$ cat src/rtl/ata_bridge_pkg.sv
package ata_bridge_pkg;

  // Class of a register offset inside the host window
  typedef enum logic [1:0] {
    KIND_CMD   = 2'd0,
    KIND_CTL   = 2'd1,
    KIND_LATCH = 2'd2,
    KIND_EMPTY = 2'd3
  } regKind_t;

  // Control-to-datapath strobes
  typedef struct packed {
    logic loadWord;     // latch an outgoing drive word
    logic localRd;      // answer a read locally (latch or 0xFF)
    logic localWr;      // write the high-byte latch
    logic capture;      // take the drive word into the read register
    logic captureHigh;  // also take bits [15:8] into the latch
    logic respond;      // a drive read completes this cycle
  } dpCtrl_t;

  localparam logic [3:0] LATCH_OFFSET   = 4'h8;
  localparam logic [3:0] CTL_OFFSET     = 4'hE;
  localparam logic [2:0] CTL_DRIVE_ADDR = 3'd6;

endpackage

$ cat src/rtl/bridge_decode.sv
module bridge_decode
  import ata_bridge_pkg::*;
#(
  parameter int ADDR_W  = 10,
  parameter int SEL_W   = 5,
  parameter int BASE_LO = 'h200
) (
  input  logic [ADDR_W-1:0] hostAddr,
  input  logic [SEL_W-1:0]  baseSel,
  output logic              hit,
  output regKind_t          kind,
  output logic [2:0]        drvAddr,
  output logic              isWordReg
);
  localparam int TAG_W = ADDR_W - 4;
  localparam logic [TAG_W-1:0] TAG_LO = TAG_W'(BASE_LO >> 4);

  logic [TAG_W-1:0] winTag;
  logic [3:0]       regOff;

  always_comb begin
    winTag    = TAG_LO + TAG_W'(baseSel);
    regOff    = hostAddr[3:0];
    hit       = (hostAddr[ADDR_W-1:4] == winTag);
    isWordReg = (regOff == 4'h0);
    if (!regOff[3])                  kind = KIND_CMD;
    else if (regOff == LATCH_OFFSET) kind = KIND_LATCH;
    else if (regOff == CTL_OFFSET)   kind = KIND_CTL;
    else                             kind = KIND_EMPTY;
    drvAddr = (kind == KIND_CTL) ? CTL_DRIVE_ADDR : regOff[2:0];
  end
endmodule

$ cat src/rtl/bridge_ctrl.sv
module bridge_ctrl
  import ata_bridge_pkg::*;
#(
  parameter int STROBE_CYC = 3
) (
  input  logic       clk,
  input  logic       rstN,
  input  logic       hostRd,
  input  logic       hostWr,
  input  logic       hit,
  input  regKind_t   kind,
  input  logic [2:0] drvAddr,
  input  logic       isWordReg,
  output logic       hostReady,
  output logic [2:0] ataAddr,
  output logic       ataCs0N,
  output logic       ataCs1N,
  output logic       ataRdN,
  output logic       ataWrN,
  output logic       ataDataOe,
  output dpCtrl_t    dp
);
  localparam int CNT_W = (STROBE_CYC > 1) ? $clog2(STROBE_CYC) : 1;
  localparam logic [CNT_W-1:0] LAST_BEAT = CNT_W'(STROBE_CYC - 1);

  typedef enum logic [1:0] {ST_IDLE, ST_SETUP, ST_STROBE, ST_HOLD} phase_t;

  phase_t           phase;
  logic [CNT_W-1:0] beat;
  logic             isRead, useCtl, isWord;
  logic [2:0]       addrReg;
  logic             idle, startRd, startWr, driveKind, startDrive, lastBeat;

  always_comb begin
    idle       = (phase == ST_IDLE);
    startRd    = idle && hit && hostRd && !hostWr;
    startWr    = idle && hit && hostWr && !hostRd;
    driveKind  = (kind == KIND_CMD) || (kind == KIND_CTL);
    startDrive = (startRd || startWr) && driveKind;
    lastBeat   = (beat == LAST_BEAT);

    dp.loadWord    = startWr && driveKind;
    dp.localRd     = startRd && !driveKind;
    dp.localWr     = startWr && (kind == KIND_LATCH);
    dp.capture     = (phase == ST_STROBE) && lastBeat && isRead;
    dp.captureHigh = dp.capture && isWord;
    dp.respond     = (phase == ST_HOLD) && isRead;

    hostReady = idle;
    ataAddr   = addrReg;
    ataCs0N   = idle || useCtl;
    ataCs1N   = idle || !useCtl;
    ataRdN    = !((phase == ST_STROBE) && isRead);
    ataWrN    = !((phase == ST_STROBE) && !isRead);
    ataDataOe = !idle && !isRead;
  end

  always_ff @(posedge clk) begin
    if (!rstN) begin
      phase   <= ST_IDLE;
      beat    <= '0;
      isRead  <= 1'b0;
      useCtl  <= 1'b0;
      isWord  <= 1'b0;
      addrReg <= '0;
    end else begin
      unique case (phase)
        ST_IDLE: if (startDrive) begin
          phase   <= ST_SETUP;
          isRead  <= startRd;
          useCtl  <= (kind == KIND_CTL);
          isWord  <= isWordReg && (kind == KIND_CMD);
          addrReg <= drvAddr;
        end
        ST_SETUP: begin
          phase <= ST_STROBE;
          beat  <= '0;
        end
        ST_STROBE: begin
          if (lastBeat) phase <= ST_HOLD;
          else          beat  <= beat + 1'b1;
        end
        default: phase <= ST_IDLE;
      endcase
    end
  end
endmodule

$ cat src/rtl/bridge_datapath.sv
module bridge_datapath
  import ata_bridge_pkg::*;
#(
  parameter int DATA_W = 8,
  parameter int WORD_W = 2 * DATA_W
) (
  input  logic              clk,
  input  logic              rstN,
  input  dpCtrl_t           dp,
  input  regKind_t          kind,
  input  logic              isWordReg,
  input  logic [DATA_W-1:0] hostWrData,
  input  logic [WORD_W-1:0] ataDataIn,
  output logic [WORD_W-1:0] ataDataOut,
  output logic [DATA_W-1:0] hostRdData,
  output logic              hostDataOe
);
  logic [DATA_W-1:0] hiLatch;
  logic [DATA_W-1:0] rdReg;
  logic [WORD_W-1:0] wordReg;
  logic              respValid;

  always_ff @(posedge clk) begin
    if (!rstN) begin
      hiLatch   <= '0;
      rdReg     <= '0;
      wordReg   <= '0;
      respValid <= 1'b0;
    end else begin
      respValid <= dp.localRd || dp.respond;
      if (dp.localWr) hiLatch <= hostWrData;
      if (dp.captureHigh) hiLatch <= ataDataIn[WORD_W-1:DATA_W];
      if (dp.loadWord)
        wordReg <= {(isWordReg && kind == KIND_CMD) ? hiLatch : {DATA_W{1'b0}}, hostWrData};
      if (dp.localRd)
        rdReg <= (kind == KIND_LATCH) ? hiLatch : {DATA_W{1'b1}};
      if (dp.capture) rdReg <= ataDataIn[DATA_W-1:0];
    end
  end

  always_comb begin
    ataDataOut = wordReg;
    hostDataOe = respValid;
    hostRdData = respValid ? rdReg : '0;
  end
endmodule

$ cat src/rtl/narrow_ata_bridge.sv
module narrow_ata_bridge
  import ata_bridge_pkg::*;
#(
  parameter int ADDR_W     = 10,
  parameter int SEL_W      = 5,
  parameter int BASE_LO    = 'h200,
  parameter int DATA_W     = 8,
  parameter int STROBE_CYC = 3,
  localparam int WORD_W    = 2 * DATA_W
) (
  input  logic              clk,
  input  logic              rstN,
  input  logic [SEL_W-1:0]  baseSel,
  input  logic [ADDR_W-1:0] hostAddr,
  input  logic              hostRd,
  input  logic              hostWr,
  input  logic [DATA_W-1:0] hostWrData,
  output logic [DATA_W-1:0] hostRdData,
  output logic              hostDataOe,
  output logic              hostReady,
  output logic [2:0]        ataAddr,
  output logic              ataCs0N,
  output logic              ataCs1N,
  output logic              ataRdN,
  output logic              ataWrN,
  output logic [WORD_W-1:0] ataDataOut,
  input  logic [WORD_W-1:0] ataDataIn,
  output logic              ataDataOe
);
  logic       hit;
  regKind_t   kind;
  logic [2:0] drvAddr;
  logic       isWordReg;
  dpCtrl_t    dp;

  bridge_decode #(.ADDR_W(ADDR_W), .SEL_W(SEL_W), .BASE_LO(BASE_LO)) i_decode (
    .hostAddr(hostAddr), .baseSel(baseSel), .hit(hit), .kind(kind),
    .drvAddr(drvAddr), .isWordReg(isWordReg)
  );

  bridge_ctrl #(.STROBE_CYC(STROBE_CYC)) i_ctrl (
    .clk(clk), .rstN(rstN), .hostRd(hostRd), .hostWr(hostWr), .hit(hit),
    .kind(kind), .drvAddr(drvAddr), .isWordReg(isWordReg), .hostReady(hostReady),
    .ataAddr(ataAddr), .ataCs0N(ataCs0N), .ataCs1N(ataCs1N), .ataRdN(ataRdN),
    .ataWrN(ataWrN), .ataDataOe(ataDataOe), .dp(dp)
  );

  bridge_datapath #(.DATA_W(DATA_W), .WORD_W(WORD_W)) i_datapath (
    .clk(clk), .rstN(rstN), .dp(dp), .kind(kind), .isWordReg(isWordReg),
    .hostWrData(hostWrData), .ataDataIn(ataDataIn), .ataDataOut(ataDataOut),
    .hostRdData(hostRdData), .hostDataOe(hostDataOe)
  );
endmodule

$ cat config.mk
export PLATFORM = sky130hd
export DESIGN_NAME = narrow_ata_bridge
export DESIGN_NICKNAME = d
export VERILOG_FILES = /design/src/rtl/ata_bridge_pkg.sv /design/src/rtl/bridge_decode.sv /design/src/rtl/bridge_ctrl.sv /design/src/rtl/bridge_datapath.sv /design/src/rtl/narrow_ata_bridge.sv
export SDC_FILE = /design/constraint.sdc
export NUM_CORES = 1
export LEC_CHECK = 0
export BUFFER_PORTS_ARGS = -buffer_cell sky130_fd_sc_hd__buf_2
export CORE_MARGIN = 5
export CORE_UTILIZATION = 44
export DETAILED_ROUTE_END_ITERATION = 8
export PLACE_DENSITY_LB_ADDON = 0.05
export REMOVE_ABC_BUFFERS = 1
export SETUP_SLACK_MARGIN = 0.02
export SKIP_LAST_GASP = 1
export SLEW_MARGIN = 20
export SYNTH_ARGS = -nofsm -noshare
export SYNTH_HDL_FRONTEND = slang
export SYNTH_HIERARCHICAL = 1
export SYNTH_SLANG_ARGS = --single-unit
export TNS_END_PERCENT = 5
$ cat constraint.sdc
create_clock -name clk -period 2.1 [get_ports clk]
set_input_delay 0.42 -clock clk [delete_from_list [all_inputs] [get_ports clk]]
set_output_delay 0.42 -clock clk [all_outputs]
set_load 0.02 [all_outputs]
==> results of run 1 <==
repair_timing:
item	CTS	global route
setup endpoints to repair	0	8
resized for setup	0	1
hold buffers	0	0
power by group:
group | internal [uW] | switching (uW) | total, uW
Sequential | 816 | 1.02 | 817
Combinational | 50.1 | 53.2 | 103
Clock | 354 | 288 | 642
Total | 1220 | 342 | 1560
through the flow:
stage	setup WS, ps	instance area (um2)	TNS [ps]	cells	utilization
finish	154	2750	0	374	0.582
CTS	84.3	2740	0	374	0.581
global route	26.4	2750	0	374	0.582
floorplan	-527	2080	-12610	212	-
global placement	-130	2630	-1670	366	0.557
detailed placement	-208	2630	-2280	366	0.557
cells by family (layout without fill, tap and decap cells):
group                      count (synthesis)  count (layout)  synth area share
muxes                                     21              21            0.0982
buffers and inverters                     31             113            0.0573
adders and majority gates                  5               5            0.0292
AOI/OAI and AO/OA                         36              36             0.154
xor gates and xnor gates                   6               6            0.0246
DFF                                       43              43             0.402
and+or+nand+nor                           83              83             0.235
sequential cells by signal, indices dropped and copies added (netlist names):
signal / flops
i_datapath/rdReg: 8
i_ctrl/beat: 2
i_ctrl/isRead: 1
i_ctrl/isWord: 1
i_ctrl/useCtl: 1
i_datapath/ataDataOut: 16
i_ctrl/ataAddr: 3
i_datapath/hiLatch: 8
i_ctrl/phase: 2
i_datapath/hostDataOe: 1
cell usage in the layout, fill, tap and decap left out, types with 2 or more instances in the layout:
cell type and n:
buf_2 76, dfxtp_1 43, mux2i_1 21, nor2b_1 18, nor2_1 17, inv_1 16
buf_4 11, nor3_1 10, and2_1 10, a2111oi_2 8, a32o_1 8, a211oi_1 8
nor2b_2 6, clkbuf_8 5, nand2_1 5, ha_1 5, a21oi_1 4, xor2_1 4
o21ai_0 3, nand3_1 2, and3_1 2, nand2b_1 2, xnor2_1 2, nand3b_1 2
o22ai_1 2, inv_2 2, nor4_1 2
worst register-to-register path, delay by kind of cell (launching register included):
kind / cells / cell delay (ps)
AO/OA/AOI/OAI: 1 / 340
adder cells (fa/ha/maj): 1 / 330
buffers and inverters: 2 / 290
flip-flops: 1 / 350
AND/OR/NAND/NOR: 3 / 460
worst min path at each step:
stage | from | to | slack [ps] | cells after the start
CTS | hostWrData[5] | i_datapath/ataDataOut[5] | 370 | 3
global placement | i_datapath/ataDataOut[7] | i_datapath/ataDataOut[7] | 470 | 2
floorplan | i_ctrl/isWord | i_ctrl/isWord | 440 | 2
finish | hostWrData[5] | i_datapath/ataDataOut[5] | 380 | 3
global route | hostWrData[2] | i_datapath/ataDataOut[2] | 390 | 3
detailed placement | i_datapath/ataDataOut[9] | i_datapath/ataDataOut[9] | 470 | 1
routing by layer:
layer	global-route usage	vias to the layer above	share of wire
met5	0	-	0
met2	0.264	49	0.49
met1	0.219	874	0.44
met4	0.0355	0	0.0074
li1	-	939	-
met3	0.0429	4	0.062
area by class of cell:
| type | instances | area, um2 |
|---|---|---|
| clock buffer | 5 | 68.8 |
| timing repair buffer | 87 | 463 |
| inverter | 18 | 67.6 |
| clock inverter | 3 | 43.8 |
| fill | 432 | 1970 |
| tap | 67 | 83.8 |
| sequential | 43 | 861 |
| multi-input combinational | 151 | 1160 |
==> flow_summary.toml, run 1 <==
[place]
dpl.hpwl_um = 3900
place_congestion = 0.751
buffer_ports.inserted = 76

[timing]
slew_limit_headroom = 0.596
timing.clock.skew_ps = 5.69
period_share = 0.927
setup_viol = 0
finalMaxSlewViolations = 0
tightest_slew_ps = 605
finalHoldWorstSlack_ps = 378
fin_hold_viols = 0
unrepaired_setup_endpoints_after_global_routing = "false"
period_minus_slack_ps = 1950
clock.fmax_mhz = 514

[die]
start_util = 0.453
core-area_mm2 = 0.00472
ioPinCount = 77
dieWidth_um = 79.7
rows = 25
fp.dieArea_mm2 = 0.00636
floorplan.die.height_um = 79.7

[yosys]
mean_post_synth_cell_area_um2 = 9.51
synthTopCellsByCount = "dfxtp_1 (43), mux2i_1 (21), nor2b_1 (18)"
synth_cell_types = 37
netlist_instances = 225
synth_edf_count = 0
postSynth.topFlopCell = "dfxtp_1"
yosys_register_bits = 43
synthDominantAreaCellType = "dfxtp_1"
synth-seq-area-share = 0.402
synthMostInstantiatedCell = "dfxtp_1"
synth_largest_type_area_fraction = 0.402
mapped_area_mm2 = 0.00214
synth-warning-count = 6
synth_area_leaders = "dfxtp_1 (40%), mux2i_1 (9.8%), a2111oi_2 (5.6%), nor2b_1 (5.3%), a32o_1 (3.7%)"
async_reset_ff_frac = 0

[setup_path]
critPathKind = "flop to primary output"
worst-r2r-cell-count = 7
setup.worst_path.start = "i_ctrl/phase[0]"
max_stage_delay_ps = 390
critical_path.slowest_cell = "dfxtp_1"
worstPathBufferInverterCount = 2
worst-endpoint-required_ps = 1680
critical_path.endpoint = "ataCs0N"
cp.arrival_ps = 1530
critical-path-top-delay-family = "flip-flops"
worstReg2RegStart = "i_ctrl/phase[1]"
cp_num_cells = 4
cp-end-kind = "primary output"
reg2reg_to = "i_datapath/rdReg[3]"
path_cells = "inv_1 > ha_1 > or2_2 > buf_2"
path_max_fanout = 7
ff2ff_setup_slack_ps = 220
start_kind = "flop"

[grt]
grt_antenna_before_repair = 0
grt.overflow.total = 0
grt_pass1_wl_um = 8220
grt_util_all_layers = 0.163
grt_start_max_net_pins = 26
first_global_vias = 1759

[cts]
postCtsSetupBuffers = 0
cts.sinks = 43
cts.htree.levels = 2
tritoncts = "done"
clk_latency_ps = 290
cts_buffers = 5
path_clk_slew_ps = 80
clock_tree.buffer_depth = 2
clk_root_buffer_cell = "clkbuf_8"

[routing]
routed_wirelength_um = 5160
drt-vias-per-instance = 4.99
route.vias.total = 1866
detail_route.drc_violations = 0
detail_route.iter0.violations = 52
routed_wire_length_per_instance_um = 13.8
drt_pass1_iterations = 4
ant_nets = 0

[power]
power_leakage_uw = 0.00112
vdd_ir_drop_max_mv = 0.408
power_density_mw_per_mm2 = 568
design_power_total_uw = 1560

[run_status]
run_status = "complete, no violations"

[worst_hold_path]
hold_class = "input port to flop"

[cells_and_area]
drive_gt1_frac = 0.378
area_growth_pct = 28.5
antenna-diode-count = 0
fin_nets = 354

[job]
maxCapViolations = 0
Power figures use the tool's default switching activity.
==> run 2: changes to the inputs <==
--- a/config.mk
+++ b/config.mk
@@ -9,7 +9,7 @@
 export CORE_MARGIN = 5
 export CORE_UTILIZATION = 44
 export DETAILED_ROUTE_END_ITERATION = 8
-export PLACE_DENSITY_LB_ADDON = 0.05
+export PLACE_DENSITY = 0.75
 export REMOVE_ABC_BUFFERS = 1
 export SETUP_SLACK_MARGIN = 0.02
 export SKIP_LAST_GASP = 1
==> flow_summary.toml, run 2 (synthesized netlist as in run 1, its figures left out) <==
[cells_and_area]
post-route-cell-area_mm2 = 0.00272
fin_util = 0.575
drive_gt1_frac = 0.376
layout.cells.most_common_list = "buf_2 (76), dfxtp_1 (43), mux2i_1 (21)"
antenna-diode-count = 0
num-fill-cells = 432
area_growth_pct = 27.0
fin_nets = 353
largest_reg_flops = 16
final_common_cell = "buf_2"

[timing]
finalMaxSlewViolations = 0
period_minus_slack_ps = 1950
fin_hold_viols = 0
setup_viol = 0
slew_limit_headroom = 0.636
clock.fmax_mhz = 513
unrepaired_setup_endpoints_after_global_routing = "false"
period_share = 0.928
setup_slack_ps = 152
tightest_slew_ps = 545
timing.clock.skew_ps = 10.1

[grt]
grt_antenna_before_repair = 0
first_global_vias = 1766
grt_util_all_layers = 0.156
grt_pass1_wl_um = 7980
grt.overflow.total = 0
grt_start_max_net_pins = 26

[job]
maxCapViolations = 0

[die]
dieWidth_um = 79.7
ioPinCount = 77
rows = 25
start_util = 0.453
core-area_mm2 = 0.00472
fp.dieArea_mm2 = 0.00636
floorplan.die.height_um = 79.7

[power]
design_power_total_uw = 1450
vdd_ir_drop_max_mv = 0.366
power_density_mw_per_mm2 = 533
power_leakage_uw = 0.00110

[place]
dpl_worst_slack_ps = -151
buffer_ports.inserted = 76
dpl.hpwl_um = 3890
place_congestion = 0.801
placed_area_mm2 = 0.00262

[setup_path]
reg2reg_to = "i_datapath/hiLatch[0]"
worst-endpoint-required_ps = 1680
start_kind = "flop"
worstReg2RegStart = "i_ctrl/phase[0]"
path_max_fanout = 7
critPathKind = "flop to primary output"
worst-r2r-cell-count = 8
ff2ff_setup_slack_ps = 220
cp.arrival_ps = 1530
cp-end-kind = "primary output"

[routing]
detail_route.drc_violations = 0
drt-vias-per-instance = 4.85
routed_wirelength_um = 5010
routed_wire_length_per_instance_um = 13.4
drt_pass1_iterations = 4
ant_nets = 0
detail_route.iter0.violations = 65
route.vias.total = 1810

[worst_hold_path]
critical_hold_path_startpoint = "hostWrData[5]"
hold_class = "input port to flop"
worstHoldPathCells = 3
hold_path_end = "i_datapath/ataDataOut[5]"

[cts]
path_clk_slew_ps = 90
cts_buffers = 5
tritoncts = "done"
cts.sinks = 43
cts.htree.levels = 2
postCtsHoldBufs = 0
clk_latency_ps = 300
clk_root_buffer_cell = "clkbuf_8"
clock_tree.buffer_depth = 2

[run_status]
run_status = "complete, no violations"
run 2: cell count changes in the layout (fill, tap and decap cells not counted):
cell	before	now
bufinv_16	1	0
clkinv_4	1	0
buf_4	11	10
clkinvlp_4	0	2
run 2: worst max path at each step:
stage,from,endpoint,slack (ps),cells after the start
final,i_ctrl/phase[0],ataCs0N,150,4
after global routing,baseSel[1],i_datapath/rdReg[3],20,9
after CTS,i_ctrl/phase[0],ataCs0N,140,4
after detailed placement,baseSel[1],i_datapath/rdReg[3],-150,9
after global placement,baseSel[1],i_datapath/rdReg[5],-80,9
after floorplan,baseSel[1],i_datapath/ataDataOut[10],-530,7
run 2: timing repair:
item	CTS	global route
gates resized for setup	0	1
setup buffers	0	0
endpoints found under the setup margin	0	6
endpoints found under the hold margin	0	0
run 2: where the power goes:
| part | switching [uW] | internal (uW) |
|---|---|---|
| logic | 54.9 | 50.2 |
| registers | 1.05 | 816 |
| clock network | 294 | 232 |
run 2: critical path, cell delays in order, from the launching register on:
cell and delay [ps]:
dfxtp_1 380, inv_1 80, ha_1 310, or2_2 300
buf_2 160
run 2: metrics by stage:
stage               instances  setup TNS, ps  hold WS (ps)
floorplan                 212         -12610           443
global placement          365          -1590           451
detailed placement        365          -2130           454
CTS                       373              0           370
global route              373              0           363
finish                    373              0           374
run 2: cell type report:
cell class                 count  area (um2)  share of cell area
multi-input combinational    151        1160               0.427
sequential                    43         861               0.317
timing repair buffer          86         455               0.168
tap                           67        83.8              0.0308
clock buffer                   5        68.8              0.0253
inverter                      18        67.6              0.0249
clock inverter                 3        20.0             0.00737
run 2: layer usage:
| metal | GRT usage | wire length [um] |
|---|---|---|
| met4 | 0.0507 | 76 |
| met1 | 0.194 | 2280 |
| met2 | 0.265 | 2430 |
| met3 | 0.0384 | 215 |
| met5 | 0 | 0 |
==> run 3: changes to the inputs <==
--- a/config.mk
+++ b/config.mk
@@ -7,15 +7,13 @@
 export LEC_CHECK = 0
 export BUFFER_PORTS_ARGS = -buffer_cell sky130_fd_sc_hd__buf_2
 export CORE_MARGIN = 5
-export CORE_UTILIZATION = 44
+export CORE_UTILIZATION = 45
 export DETAILED_ROUTE_END_ITERATION = 8
-export PLACE_DENSITY = 0.75
+export PLACE_DENSITY = 0.76
 export REMOVE_ABC_BUFFERS = 1
 export SETUP_SLACK_MARGIN = 0.02
-export SKIP_LAST_GASP = 1
 export SLEW_MARGIN = 20
 export SYNTH_ARGS = -nofsm -noshare
 export SYNTH_HDL_FRONTEND = slang
-export SYNTH_HIERARCHICAL = 1
 export SYNTH_SLANG_ARGS = --single-unit
 export TNS_END_PERCENT = 5
==> flow_summary.toml, run 3 <==
[timing]
fin_hold_viols = 0
timing.clock.skew_ps = 5.28
tightest_slew_ps = 609
setup_viol = 0
setup_slack_ps = 128
period_share = 0.939
totalNegativeSetupSlack_ps = 0
unrepaired_setup_endpoints_after_global_routing = "false"
finalHoldWorstSlack_ps = 340
clock.fmax_mhz = 507
slew_limit_headroom = 0.593
period_minus_slack_ps = 1970
finalMaxSlewViolations = 0

[setup_path]
critical-path-top-delay-family = "simple AND/OR/NAND/NOR gates"
cp_num_cells = 7
ff2ff_setup_slack_ps = 130
worstPathBufferInverterCount = 2
path_cells = "inv_1 > ha_1 > nand2_1 > or4_4 > nor4b_4 > buf_4 > mux2i_1"
worst-endpoint-required_ps = 2320
reg2reg_to = "i_ctrl.ataAddr[1]"
critPathKind = "flop to flop"
start_kind = "flop"
critical_path.slowest_cell = "or4_4"
path_max_fanout = 5
max_stage_delay_ps = 520
cp-end-kind = "flop"
worst-r2r-cell-count = 7
critical_path.endpoint = "i_ctrl.ataAddr[1]"
cp.arrival_ps = 2190
setup.worst_path.start = "i_ctrl.phase[0]"
worstReg2RegStart = "i_ctrl.phase[0]"

[cts]
tritoncts = "done"
clock_tree.buffer_depth = 2
clk_root_buffer_cell = "clkbuf_8"
ctsResizeCount = 0
path_clk_slew_ps = 80
postCtsHoldBufs = 0
postCtsSetupBuffers = 0
clk_latency_ps = 290
cts_buffers = 5
cts.htree.levels = 2
cts.sinks = 43

[yosys]
synth_cell_types = 41
mean_post_synth_cell_area_um2 = 8.44
synth_area_leaders = "dfxtp_1 (38%), mux2i_1 (9.8%), nand2_1 (8.3%), nor2_1 (3.7%), a32o_1 (3.1%)"
synthDominantAreaCellType = "dfxtp_1"
synth-seq-area-share = 0.382
async_reset_ff_frac = 0
mapped_area_mm2 = 0.00225
postSynth.topFlopCell = "dfxtp_1"
synthTopCellsByCount = "nand2_1 (50), dfxtp_1 (43), mux2i_1 (22), nor2_1 (22), and2_1 (11)"
netlist_instances = 267
yosys_register_bits = 43
synth-warning-count = 0
synth_largest_type_area_fraction = 0.382
synthMostInstantiatedCell = "nand2_1"
synth_edf_count = 0

[routing]
drt_pass1_iterations = 4
route.vias.total = 2084
ant_nets = 0
routed_wirelength_um = 5410
routed_wire_length_per_instance_um = 13.2
detail_route.drc_violations = 0
detail_route.iter0.violations = 126
drt-vias-per-instance = 5.08

[cells_and_area]
num-fill-cells = 441
final_common_cell = "buf_2"
seqCellArea_um2 = 861
area_of_the_multi_input_gates_mm2 = 0.00131
area_growth_pct = 25.8
layout.cells.most_common_list = "buf_2 (76), nand2_1 (50), dfxtp_1 (43)"
antenna-diode-count = 0
post-route-cell-area_mm2 = 0.00284
largest_reg_flops = 16
drive_gt1_frac = 0.297
fin_nets = 390
fin_util = 0.592

[place]
dpl_worst_slack_ps = 39.9
dpl.hpwl_um = 4100
buffer_ports.inserted = 76
placed_area_mm2 = 0.00275
place_congestion = 0.764

[job]
maxCapViolations = 0

[power]
cell_internal_pwr_uw = 1170
switchingPower_uw = 399
power_density_mw_per_mm2 = 555
vdd_ir_drop_max_mv = 0.437
pwr-share-clk = 0.334
seq_power_share = 0.523
power_leakage_uw = 0.00143
p_sw_frac = 0.254
power.share.combinational = 0.143

[run_status]
run_status = "complete, no violations"

[grt]
grt_pass1_wl_um = 8880
grt_start_max_net_pins = 33
grt_util_all_layers = 0.171
grt_antenna_before_repair = 0
grt.overflow.total = 0
first_global_vias = 1975

[die]
core-area_mm2 = 0.00479
start_util = 0.471
floorplan.die.height_um = 80.8
ioPinCount = 77
rows = 25
dieWidth_um = 80.8
fp.dieArea_mm2 = 0.00652

[worst_hold_path]
hold_class = "input port to flop"
-- run 3: cell count changes after synthesis, sizes merged, moves of 9 or more --
cell and delta:
nor2b -21, nor3 -9, nand2 +45, inv -14
-- run 3: power groups by stage --
stage	clock, uW	sequential [uW]	combinational [uW]
after CTS	541	823	226
final	526	823	224
after floorplan	0	842	118
after detailed placement	0	842	225
after global placement	0	842	222
after global routing	570	824	247
-- run 3: worst min-delay path by stage --
stage                     cells after the start                       end                      from  slack [ps]
after detailed placement                      2  i_datapath.ataDataOut[3]  i_datapath.ataDataOut[3]         450
after floorplan                               2            i_ctrl.beat[0]            i_ctrl.beat[0]         430
after global routing                          3       i_datapath.rdReg[6]              ataDataIn[6]         340
final                                         2       i_datapath.rdReg[7]              ataDataIn[7]         340
after CTS                                     3       i_datapath.rdReg[6]              ataDataIn[6]         340
after global placement                        2            i_ctrl.beat[0]            i_ctrl.beat[0]         440
-- run 3: logic make-up after synthesis --
group	synth area share
flip-flops	0.382
buffers and inverters	0.0378
multiplexers	0.104
AND/OR/NAND/NOR	0.283
AO/OA/AOI/OAI	0.147
XOR/XNOR	0.0233
adder cells (fa/ha/maj)	0.0222
-- run 3: per-stage QoR --
stage	power (uW)	cells
2_1_floorplan	960	250
3_3_place_gp	1060	403
3_5_place_dp	1070	403
4_1_cts	1590	410
5_1_grt	1640	410
6_report	1570	410
-- run 3: per-layer routing --
layer | track usage | share of wire
met5 | 0 | 0
met4 | 0.0473 | 0.0070
met3 | 0.0410 | 0.061
met2 | 0.286 | 0.46
met1 | 0.221 | 0.48
-- run 3: layout make-up --
class,count,area share
Tap cell,67,0.0296
Clock inverter,1,0.00177
Inverter,4,0.00530
Timing Repair Buffer,86,0.169
Sequential cell,43,0.304
Multi-Input combinational cell,203,0.461
Clock buffer,6,0.0291
